===== src/rtl/eirq_pkg.sv =====
// Shared definitions for the external interrupt detector: detection
// mode encoding and register addresses. Assumes a 2-bit address space.
package eirq_pkg;
    typedef enum logic [1:0] {
        DET_LOW  = 2'b00,
        DET_HIGH = 2'b01,
        DET_RISE = 2'b10,
        DET_FALL = 2'b11
    } det_mode_e;

    localparam logic [1:0] ADDR_EN   = 2'd0;
    localparam logic [1:0] ADDR_FLAG = 2'd1;
    localparam logic [1:0] ADDR_MODE = 2'd2;
endpackage


===== src/rtl/eirq_sync.sv =====
// Two-stage synchroniser for a vector of independent asynchronous pins.
// Assumes each bit is sampled on its own; no cross-bit coherence is implied.
module eirq_sync #(
    parameter int W = 8
) (
    input  logic         clk,
    input  logic         rst_n,
    input  logic [W-1:0] async_i,
    output logic [W-1:0] sync_o
);
    logic [W-1:0] meta_q;
    logic [W-1:0] stab_q;

    // Shift the pins through two flops into the clock domain.
    always_ff @(posedge clk) begin
        if (!rst_n) begin
            meta_q <= '0;
            stab_q <= '0;
        end else begin
            meta_q <= async_i;
            stab_q <= meta_q;
        end
    end

    assign sync_o = stab_q;
endmodule


===== src/rtl/eirq_detect.sv =====
// Per-channel condition detector. Compares each synchronised pin with its
// value one cycle earlier and applies that channel's 2-bit mode.
// Assumes sync_i is already in the clock domain.
module eirq_detect
    import eirq_pkg::*;
#(
    parameter int NCH = 8,
    localparam int MW = 2 * NCH
) (
    input  logic           clk,
    input  logic           rst_n,
    input  logic [NCH-1:0] sync_i,
    input  logic [MW-1:0]  mode_i,
    output logic [NCH-1:0] hit_o
);
    logic [NCH-1:0] prev_q;

    // Keep last cycle's synchronised value for edge comparison.
    always_ff @(posedge clk) begin
        if (!rst_n) prev_q <= '0;
        else        prev_q <= sync_i;
    end

    for (genvar c = 0; c < NCH; c++) begin : g_ch
        det_mode_e mode_c;
        assign mode_c = det_mode_e'(mode_i[2*c +: 2]);

        // Evaluate this channel's selected condition.
        always_comb begin
            unique case (mode_c)
                DET_LOW:  hit_o[c] = ~sync_i[c];
                DET_HIGH: hit_o[c] =  sync_i[c];
                DET_RISE: hit_o[c] =  sync_i[c] & ~prev_q[c];
                DET_FALL: hit_o[c] = ~sync_i[c] &  prev_q[c];
                default:  hit_o[c] = 1'b0;
            endcase
        end
    end
endmodule


===== src/rtl/eirq_regs.sv =====
// Register file: enable mask, pending flags and mode word. Flags set on a
// detection, clear on a written 0; a detection wins over a same-cycle clear.
// Assumes single-cycle writes and combinational reads.
module eirq_regs
    import eirq_pkg::*;
#(
    parameter int NCH = 8,
    localparam int MW = 2 * NCH
) (
    input  logic           clk,
    input  logic           rst_n,
    input  logic           wr_i,
    input  logic [1:0]     addr_i,
    input  logic [MW-1:0]  wdata_i,
    output logic [MW-1:0]  rdata_o,
    input  logic [NCH-1:0] hit_i,
    output logic [NCH-1:0] en_o,
    output logic [NCH-1:0] flag_o,
    output logic [MW-1:0]  mode_o,
    output logic [NCH-1:0] clr_o
);
    logic [NCH-1:0] en_q;
    logic [NCH-1:0] flag_q;
    logic [MW-1:0]  mode_q;

    // Form the clear mask from zeros written to the flag address.
    always_comb begin
        clr_o = '0;
        if (wr_i && addr_i == ADDR_FLAG) clr_o = ~wdata_i[NCH-1:0];
    end

    // Update the enable and mode registers from bus writes.
    always_ff @(posedge clk) begin
        if (!rst_n) begin
            en_q   <= '0;
            mode_q <= '0;
        end else if (wr_i) begin
            if (addr_i == ADDR_EN)   en_q   <= wdata_i[NCH-1:0];
            if (addr_i == ADDR_MODE) mode_q <= wdata_i;
        end
    end

    // Update the pending flags: clear first, then let detections win.
    always_ff @(posedge clk) begin
        if (!rst_n) flag_q <= '0;
        else        flag_q <= (flag_q & ~clr_o) | hit_i;
    end

    // Select the read data for the addressed register.
    always_comb begin
        unique case (addr_i)
            ADDR_EN:   rdata_o = MW'(en_q);
            ADDR_FLAG: rdata_o = MW'(flag_q);
            ADDR_MODE: rdata_o = mode_q;
            default:   rdata_o = '0;
        endcase
    end

    assign en_o   = en_q;
    assign flag_o = flag_q;
    assign mode_o = mode_q;
endmodule


===== src/rtl/eirq_merge.sv =====
// Merges enabled pending flags in groups of GRP adjacent channels onto one
// request line per group. Assumes NCH is a multiple of GRP.
module eirq_merge #(
    parameter int NCH = 8,
    parameter int GRP = 2,
    localparam int NOUT = NCH / GRP
) (
    input  logic [NCH-1:0]  flag_i,
    input  logic [NCH-1:0]  en_i,
    output logic [NOUT-1:0] irq_o
);
    logic [NCH-1:0] live;
    assign live = flag_i & en_i;

    for (genvar j = 0; j < NOUT; j++) begin : g_out
        assign irq_o[j] = |live[j*GRP +: GRP];
    end
endmodule


===== src/rtl/ext_irq_front.sv =====
// Top of the external interrupt detector: synchroniser, detector, register
// file and pair merge. Assumes pins are asynchronous and the bus is
// synchronous to clk.
module ext_irq_front #(
    parameter int NCH = 8,
    parameter int GRP = 2,
    localparam int NOUT = NCH / GRP,
    localparam int MW = 2 * NCH
) (
    input  logic            clk,
    input  logic            rst_n,
    input  logic [NCH-1:0]  pin_i,
    input  logic            bus_wr,
    input  logic [1:0]      bus_addr,
    input  logic [MW-1:0]   bus_wdata,
    output logic [MW-1:0]   bus_rdata,
    output logic [NOUT-1:0] irq_o
);
    logic [NCH-1:0] pin_sync;
    logic [NCH-1:0] hit_vec;
    logic [NCH-1:0] en_q;
    logic [NCH-1:0] flag_q;
    logic [NCH-1:0] clr_vec;
    logic [MW-1:0]  mode_q;

    eirq_sync #(.W(NCH)) u_sync (
        .clk(clk), .rst_n(rst_n), .async_i(pin_i), .sync_o(pin_sync)
    );

    eirq_detect #(.NCH(NCH)) u_det (
        .clk(clk), .rst_n(rst_n), .sync_i(pin_sync), .mode_i(mode_q),
        .hit_o(hit_vec)
    );

    eirq_regs #(.NCH(NCH)) u_regs (
        .clk(clk), .rst_n(rst_n), .wr_i(bus_wr), .addr_i(bus_addr),
        .wdata_i(bus_wdata), .rdata_o(bus_rdata), .hit_i(hit_vec),
        .en_o(en_q), .flag_o(flag_q), .mode_o(mode_q), .clr_o(clr_vec)
    );

    eirq_merge #(.NCH(NCH), .GRP(GRP)) u_merge (
        .flag_i(flag_q), .en_i(en_q), .irq_o(irq_o)
    );
endmodule


===== config.mk =====
export PLATFORM = sky130hd
export DESIGN_NAME = ext_irq_front
export DESIGN_NICKNAME = d
export VERILOG_FILES = /design/src/rtl/eirq_pkg.sv /design/src/rtl/eirq_sync.sv /design/src/rtl/eirq_detect.sv /design/src/rtl/eirq_regs.sv /design/src/rtl/eirq_merge.sv /design/src/rtl/ext_irq_front.sv
export SDC_FILE = /design/constraint.sdc
export NUM_CORES = 1
export LEC_CHECK = 0
export CORE_UTILIZATION = 50
export CTS_BUF_LIST = sky130_fd_sc_hd__clkbuf_4
export DETAILED_ROUTE_END_ITERATION = 12
export DONT_BUFFER_PORTS = 1
export PLACE_DENSITY = 0.75
export RECOVER_POWER = 25
export SYNTH_ARGS = -nofsm -noshare
export SYNTH_HDL_FRONTEND = slang
export SYNTH_HIERARCHICAL = 1
export SYNTH_SLANG_ARGS = --single-unit

===== constraint.sdc =====
create_clock -name clk -period 1.6 [get_ports clk]
set_input_delay 0.16 -clock clk [delete_from_list [all_inputs] [get_ports clk]]
set_output_delay 0.16 -clock clk [all_outputs]
set_load 0.02 [all_outputs]

; Yosys cells after proc, flatten, opt, wreduce, memory -nomap -nowiden
; Index checks and enable logic that the tools add are counted.
[op_classes]
mux = 10
n_eq_ne = 26
bitwise_logic = 37
n_reduce_logical = 16
[op_table]
columns = cell, n
row1 = one-hot mux 16 bit (3 select lines), 1
row2 = == test 2 bit (second input constant), 17
row3 = one-hot mux 1 bit (4 select lines), 8
row4 = == test 2 x 1 -> 1 bit (second input constant), 9
row5 = zero test 2 bit, 9
row6 = AND 1 bit, 16
row7 = AND 8 bit, 2
row8 = inverter 1 bit, 16
row9 = inverter 8 bit, 2
row10 = two-way mux 8 bit, 1
row11 = OR 8 bit, 1
row12 = OR reduction 2 bit, 4
row13 = AND reduction 2 bit, 2
row14 = logical AND 1 bit, 1
[totals]
out_inout_bits = 20
elab_cells = 95
ff_bits = 56

; Longest topological paths before layout
; Gate-level depths: netlist (run 1).
[depth]
word_depth = 6
depth_mapped = 4

; Cells and area by module
; The synthesis (run 1) kept the hierarchy.
[by_module_without_submodules]
columns = module, n_inst, area_each_um2, cells_each, seq_area_each_um2
row1 = eirq_regs, 1, 1488.9, 170, 640.6
row2 = eirq_detect, 1, 520.5, 56, 160.2
row3 = eirq_sync, 1, 446.7, 33, 320.3
row4 = eirq_merge, 1, 35.0, 4, 0.0

; Worst setup path after synthesis (run 1)
; OpenSTA, ideal clock, no wires.
[synth_timing]
path_kind = flip-flop to flip-flop
startpoint = reg u_regs.mode_q[5], in the netlist u_regs/mode_o[5]
endpoint = reg u_regs.flag_q[2], in the netlist u_regs/flag_o[2]
period_less_slack_ns = 1.167
n_path_buf = 0
stages_incl_launch_ff = 5
arrival_ns = 1.097
slack_ns = 0.433
setup_ns = 0.070
path_cell_list = dfxtp_1 > or3b_1 > a32oi_1 > o21ai_0 > a21oi_1
[synth_between]
elab_chain_cells = 3
word_cells_on_any_way = 6
[synth_rtl]
columns = element, line_no
row1 = start: declaration, eirq_regs.sv:24  ; logic [MW-1:0] mode_q;
row2 = start signal: assignment, eirq_regs.sv:39  ; if (addr_i == ADDR_MODE) mode_q <= wdata_i;
row3 = "== test 2 bit, or another cell as far along", eirq_detect.sv:30  ; unique case (mode_c)
row4 = one-hot mux 1 bit (4 select lines) (*), eirq_detect.sv:30
row5 = named net hit_vec[2], ext_irq_front.sv:20  ; logic [NCH-1:0] hit_vec;
row6 = OR 8 bit (*), eirq_regs.sv:46  ; else flag_q <= (flag_q & ~clr_o) | hit_i;
row7 = end signal: assignment, eirq_regs.sv:46
row8 = end: declaration, eirq_regs.sv:23  ; logic [NCH-1:0] flag_q;
; The timed path passes the listed nets; every way through them passes the cells marked *.
; A chain may end at the register's enable or synchronous reset.

; Worst setup path in the final report (run 1)
[layout_timing]
startpoint = reg u_regs.mode_q[5], in the netlist u_regs/mode_o[5]
endpoint = out bus_rdata[5]
[layout_between]
elab_chain_cells = 1
[layout_rtl]
columns = element, line_no
row1 = one-hot mux 16 bit (3 select lines), eirq_regs.sv:51  ; unique case (addr_i)
row2 = end: declaration, ext_irq_front.sv:16  ; output logic [MW-1:0] bus_rdata,
; No other way between the ends.

==> results of run 1 <==
## repair_timing
item                                    in CTS  in global routing
hold endpoints to repair                    56                  2
endpoints found under the setup margin       0                  4
hold buffers                                30                  1
buffers inserted                             0                  0
gates resized for setup                      0                  2
## registers in the layout, summed over array words and instances (netlist names)
register and count:
u_regs/flag_o 8, u_sync/meta_q 8, u_det/prev_q 8, u_regs/mode_o 16
u_regs/en_o 8, u_sync/sync_o 8
## layer usage
| layer | vias to the layer above | track usage |
|---|---|---|
| met5 | - | 0 |
| met4 | 0 | 0.0784 |
| met3 | 4 | 0.0528 |
| met2 | 40 | 0.326 |
| met1 | 878 | 0.241 |
| li1 | 936 | - |
## metrics by stage
| step | setup WS, ps | cell area, sq um | total power (W) | hold WS (ps) | std cells |
|---|---|---|---|---|---|
| final | 108 | 2840 | 0.00239 | 129 | 347 |
| after detailed placement | 277 | 2470 | 0.00174 | 290 | 310 |
| after global placement | 363 | 2470 | 0.00173 | 287 | 310 |
| after CTS | 10.5 | 2840 | 0.00241 | 115 | 348 |
| after floorplan | 433 | 2450 | 0.00173 | 287 | 254 |
| after global routing | 3.23 | 2840 | 0.00251 | 108 | 347 |
## how the worst max path moves through the flow
stage / from / endpoint / slack, ps / cells past startpoint
3_5_place_dp: u_regs/mode_o[7] / u_regs/flag_o[3] / 280 / 4
4_1_cts: bus_wdata[13] / u_regs/mode_o[13] / 10 / 5
3_3_place_gp: u_regs/mode_o[7] / u_regs/flag_o[3] / 360 / 4
6_report: u_regs/mode_o[5] / bus_rdata[5] / 110 / 2
2_1_floorplan: u_regs/mode_o[5] / u_regs/flag_o[2] / 430 / 4
5_1_grt: u_regs/mode_o[5] / bus_rdata[5] / 3 / 2
## critical path, cell delays in order, from the launching register on
cell       delay (ps)
dfxtp_1           430
mux2i_1           110
o2bb2ai_1         430
## final cells by class
cell class	count	area (sq um)	area share
clock inverters	2	11.3	0.00396
well taps	67	83.8	0.0295
multi-input cells	185	1260	0.445
flip-flops and latches	56	1120	0.395
clock buffers	6	45.0	0.0159
repair buffers	31	315	0.111
## power by group through the flow
stage               clock, W  combinational [W]  sequential (W)
floorplan                  0           0.000205         0.00152
CTS                 0.000623           0.000286         0.00150
global placement           0           0.000196         0.00153
detailed placement         0           0.000202         0.00154
finish              0.000597           0.000289         0.00151
global route        0.000682           0.000313         0.00152
==> impl_metrics.csv, run 1 <==
group,metric,value,unit
status,status,"complete, no violations",
cells_and_area,fin_nets,308,
grt,grt_pass1_wl,7760,um
die,ios,49,
routing,drtPass1Iterations,4,
routing,avgRoutedWirePerCell,14.2,um
synth,yosys_warnings,6,
worst_setup_path,r2r_cells,4,
clock_tree,cts_buffers,5,
flow_run,maxCapViolations,0,
timing,setup_viol,0,
timing,fin_skew,16.2,ps
clock_tree,cts_max_level,2,
routing,drc_errors,0,
die,die_area,5190,sq um
timing,finalHoldViolCount,0,
cells_and_area,finish.utilization,0.601,
routing,viasPerCell,5.35,
routing,drt-met1-wl,2280,um
worst_hold_path,hold-path-endpoint,"u_regs/mode_o[14]",
timing,fmax,0.670,GHz
timing,finalSetupTns,0,ps
power_and_ir_drop,power.share.sequential,0.630,
clock_tree,clkLatencyLatePin,370,ps
cells_and_area,final_common_cell,"dfxtp_1",
worst_hold_path,min_delay_path_depth,3,
worst_setup_path,crit_type,"flip-flop to output port",
die,design.core.area,4720,sq um
routing,drt_iter0_markers,117,
routing,wl_met3,229,um
synth,syn-cell-area,2450,sq um
worst_setup_path,ff2ff_setup_slack,240,ps
placed_design,gp_congestion,0.715,
grt,grt_overflow,0,
routing,wl_met2,2380,um
power_and_ir_drop,p_leak,1.08,nW
worst_setup_path,crit_path_start_kind,"flip-flop",
timing,drv_slew,0,
power_and_ir_drop,vdd_drop_max,0.000498,V
timing,slew_headroom,0.659,
timing,worst_pin_slew,511,ps
placed_design,portBuffers,0,
worst_setup_path,cp_data_required_time,1440,ps
cells_and_area,areaGrowthSynthToFinish,15.8,%
placed_design,dpl.hpwl,3020,um
synth,synth_nets,283,
power_and_ir_drop,comb_power_share,0.121,
worst_setup_path,cp_max_fo,6,
routing,ant_nets,0,
timing,fin_crit_sh,0.933,
cells_and_area,drive_above_1_share,0.114,
die,rows,25,
cells_and_area,final_cell_mix,"56 x dfxtp_1, 40 x nand2_1, 32 x mux2i_1",
power_and_ir_drop,p_sw_frac,0.251,
routing,vias,1858,
cells_and_area,fillCellCount,401,
grt,grt_pass1_vias,1680,
worst_setup_path,reg2reg_to,"u_regs/flag_o[6]",
timing,period_needed,1490,ps
cells_and_area,num_antenna_cells,0,
clock_tree,cts.sinks,56,
grt,grt_max_degree,68,
die,die_x,72.1,um
power_and_ir_drop,cellPowerDensity,842,nW/um^2
worst_hold_path,worstHoldPathType,"input pin to flip-flop",
worst_setup_path,crit_path_end_kind,"output port",
routing,drt-total-wl,4930,um
worst_setup_path,arrival,1330,ps
power_and_ir_drop,p_clk_frac,0.250,
worst_hold_path,hold_start,"rst_n",
timing,rsz0062_at_grt,"no",
worst_setup_path,worstReg2RegStart,"u_regs/mode_o[13]",
grt,antenna_found_initial,0,
clock_tree,cts_tree,"built",
die,initial_core_util,0.519,
clock_tree,clkSlewWorstSetupHoldPaths,160,ps
clock_tree,cts_max_path_buffers,2,
power_and_ir_drop,netSwitchingPower,0.000599,W
synth,postSynthAreaPerCell,9.66,sq um
synth,syn-instance-count,254,
power_and_ir_drop,p_int,0.00179,W
clock_tree,root_buffer,"clkbuf_4",
routing,dr.max_layer_used,"met4",
die,die_h,72.1,um
grt,grt_usage,0.195,
(Power assumes the default switching activity.)
==> run 2: changes to the inputs <==
Clock period 1.6 ns to 1.7 ns, I/O delays scaled along.
==> run 2 against run 1 <==
- register-to-register slack improved by 140 ps
- die area unchanged
- critical path type is now input pin to flip-flop
- count of clock-buffer cells in the layout is 1 lower
- sequential cell count stayed put
- non-clock buffer count fell by 1
- critical path depth rose by 3
- combinational power is 7.3% lower
- largest cell class unchanged
- clock power shrank 13%
==> impl_metrics.csv, run 2 (synthesis results as in run 1) <==
group,metric,value,unit
timing,slew_headroom,0.651,
cells_and_area,areaGrowthSynthToFinish,14.6,%
status,status,"complete, no violations",
grt,grt_max_degree,71,
cells_and_area,drive_above_1_share,0.104,
routing,wl_met3,266,um
timing,worst_pin_slew,524,ps
timing,period_needed,1640,ps
grt,grt_pass1_vias,1672,
clock_tree,cts_max_path_buffers,2,
worst_setup_path,worstReg2RegStart,"u_regs/mode_o[15]",
timing,setup_ws,56.5,ps
worst_setup_path,crit_path_end_kind,"flip-flop",
routing,drt_iter0_markers,81,
routing,dr.max_layer_used,"met4",
worst_setup_path,cp-endpoint,"u_regs/mode_o[13]",
grt,grt_usage,0.192,
power_and_ir_drop,vdd_drop_max,0.000406,V
timing,fin_crit_sh,0.967,
worst_setup_path,crit_type,"input pin to flip-flop",
placed_design,portBuffers,0,
worst_hold_path,min_delay_path_depth,3,
routing,drtPass1Iterations,4,
clock_tree,cts_max_level,2,
power_and_ir_drop,p_leak,1.08,nW
timing,finalHoldViolCount,0,
placed_design,placedInstanceArea,2480,sq um
routing,ant_nets,0,
timing,finalSetupTns,0,ps
routing,wl_met2,2250,um
clock_tree,root_buffer,"clkbuf_4",
routing,drt-met1-wl,2180,um
grt,antenna_found_initial,0,
cells_and_area,stdcell_count,345,
die,initial_core_util,0.519,
worst_setup_path,cp_data_required_time,2030,ps
cells_and_area,final_common_cell,"dfxtp_1",
worst_setup_path,ff2ff_setup_slack,380,ps
die,rows,25,
die,design.core.area,4720,sq um
routing,drt-total-wl,4750,um
die,die_area,5190,sq um
cells_and_area,final_cell_mix,"56 x dfxtp_1, 40 x nand2_1, 32 x mux2i_1",
die,die_h,72.1,um
clock_tree,clkSlewWorstSetupHoldPaths,160,ps
worst_setup_path,cp_max_fo,1,
clock_tree,cts_buffers,5,
timing,setup_viol,0,
clock_tree,post_cts_resize_count,0,
worst_setup_path,crit_path_start_kind,"input pin",
worst_setup_path,reg2reg_to,"u_regs/flag_o[7]",
cells_and_area,num_antenna_cells,0,
placed_design,gp_congestion,0.727,
clock_tree,clkLatencyLatePin,370,ps
cells_and_area,fin_area,2810,sq um
timing,rsz0062_at_grt,"no",
placed_design,dp.cells,311,
grt,grt_overflow,0,
cells_and_area,fin_nets,307,
cells_and_area,largest_register_ff_count,16,
placed_design,dp_slack,410,ps
routing,vias,1837,
worst_setup_path,r2r_cells,4,
routing,avgRoutedWirePerCell,13.8,um
routing,drc_errors,0,
timing,fmax,0.608,GHz
die,die_x,72.1,um
worst_hold_path,worstHoldPathType,"input pin to flip-flop",
die,ios,49,
power_and_ir_drop,cellPowerDensity,784,nW/um^2
worst_setup_path,arrival,1980,ps
timing,drv_slew,0,
clock_tree,cts_tree,"built",
timing,fin_skew,22.7,ps
clock_tree,cts.sinks,56,
flow_run,maxCapViolations,0,
routing,viasPerCell,5.32,
worst_setup_path,cp-startpoint,"bus_wdata[13]",
placed_design,dpl.hpwl,3010,um
power_and_ir_drop,finalPower,0.00220,W
grt,grt_pass1_wl,7710,um
[run 2: cell count changes in the layout (fill, tap and decap cells not counted), sizes merged]
cell         previous run  this run
clkbuf                  6         5
buf                     3         4
clkinv                  1         2
dlygate4sd3            28        26
clkinvlp                1         0
[run 2: worst max-delay path: stages]
cell	delay [ps]
dlygate4sd3_1	530
nand2_1	50
dlygate4sd3_1	550
mux2i_1	130
dlygate4sd3_1	550
[run 2: worst min-delay path by stage]
stage	startpoint	to	slack [ps]
after floorplan	pin_i[1]	u_sync/meta_q[1]	300
after global placement	rst_n	u_sync/meta_q[1]	300
after detailed placement	rst_n	u_sync/meta_q[1]	300
after CTS	rst_n	u_regs/flag_o[6]	140
after global routing	rst_n	u_regs/flag_o[6]	130
final	rst_n	u_regs/flag_o[6]	130
[run 2: area by class of cell]
type,count,area [sq um]
Fill cell,409,1910
Multi-Input combinational cell,185,1250
Sequential cell,56,1120
Timing Repair Buffer,30,310
Tap cell,67,83.8
Clock buffer,5,37.5
Clock inverter,2,7.51
[run 2: report_power, final]
part           internal (W)  total, W  switching (W)
sequential          0.00137   0.00142      0.0000438
combinational      0.000139  0.000268       0.000129
clock              0.000146  0.000521       0.000376
[run 2: layer usage]
| metal | GRT usage | vias to the layer above |
|---|---|---|
| met5 | 0 | - |
| met2 | 0.325 | 42 |
| met3 | 0.0569 | 6 |
| met4 | 0.0545 | 0 |
| met1 | 0.239 | 857 |
| li1 | - | 932 |
[run 2: stage by stage]
stage           util  hold slack (ps)
3_3_place_gp   0.525              297
6_report       0.595              134
2_1_floorplan      -              297
4_1_cts        0.595              144
5_1_grt        0.595              134
3_5_place_dp   0.525              301
[run 2: timing repair]
item	in CTS	in global routing
setup buffers	0	0
hold buffers	27	0
endpoints found under the hold margin	56	0
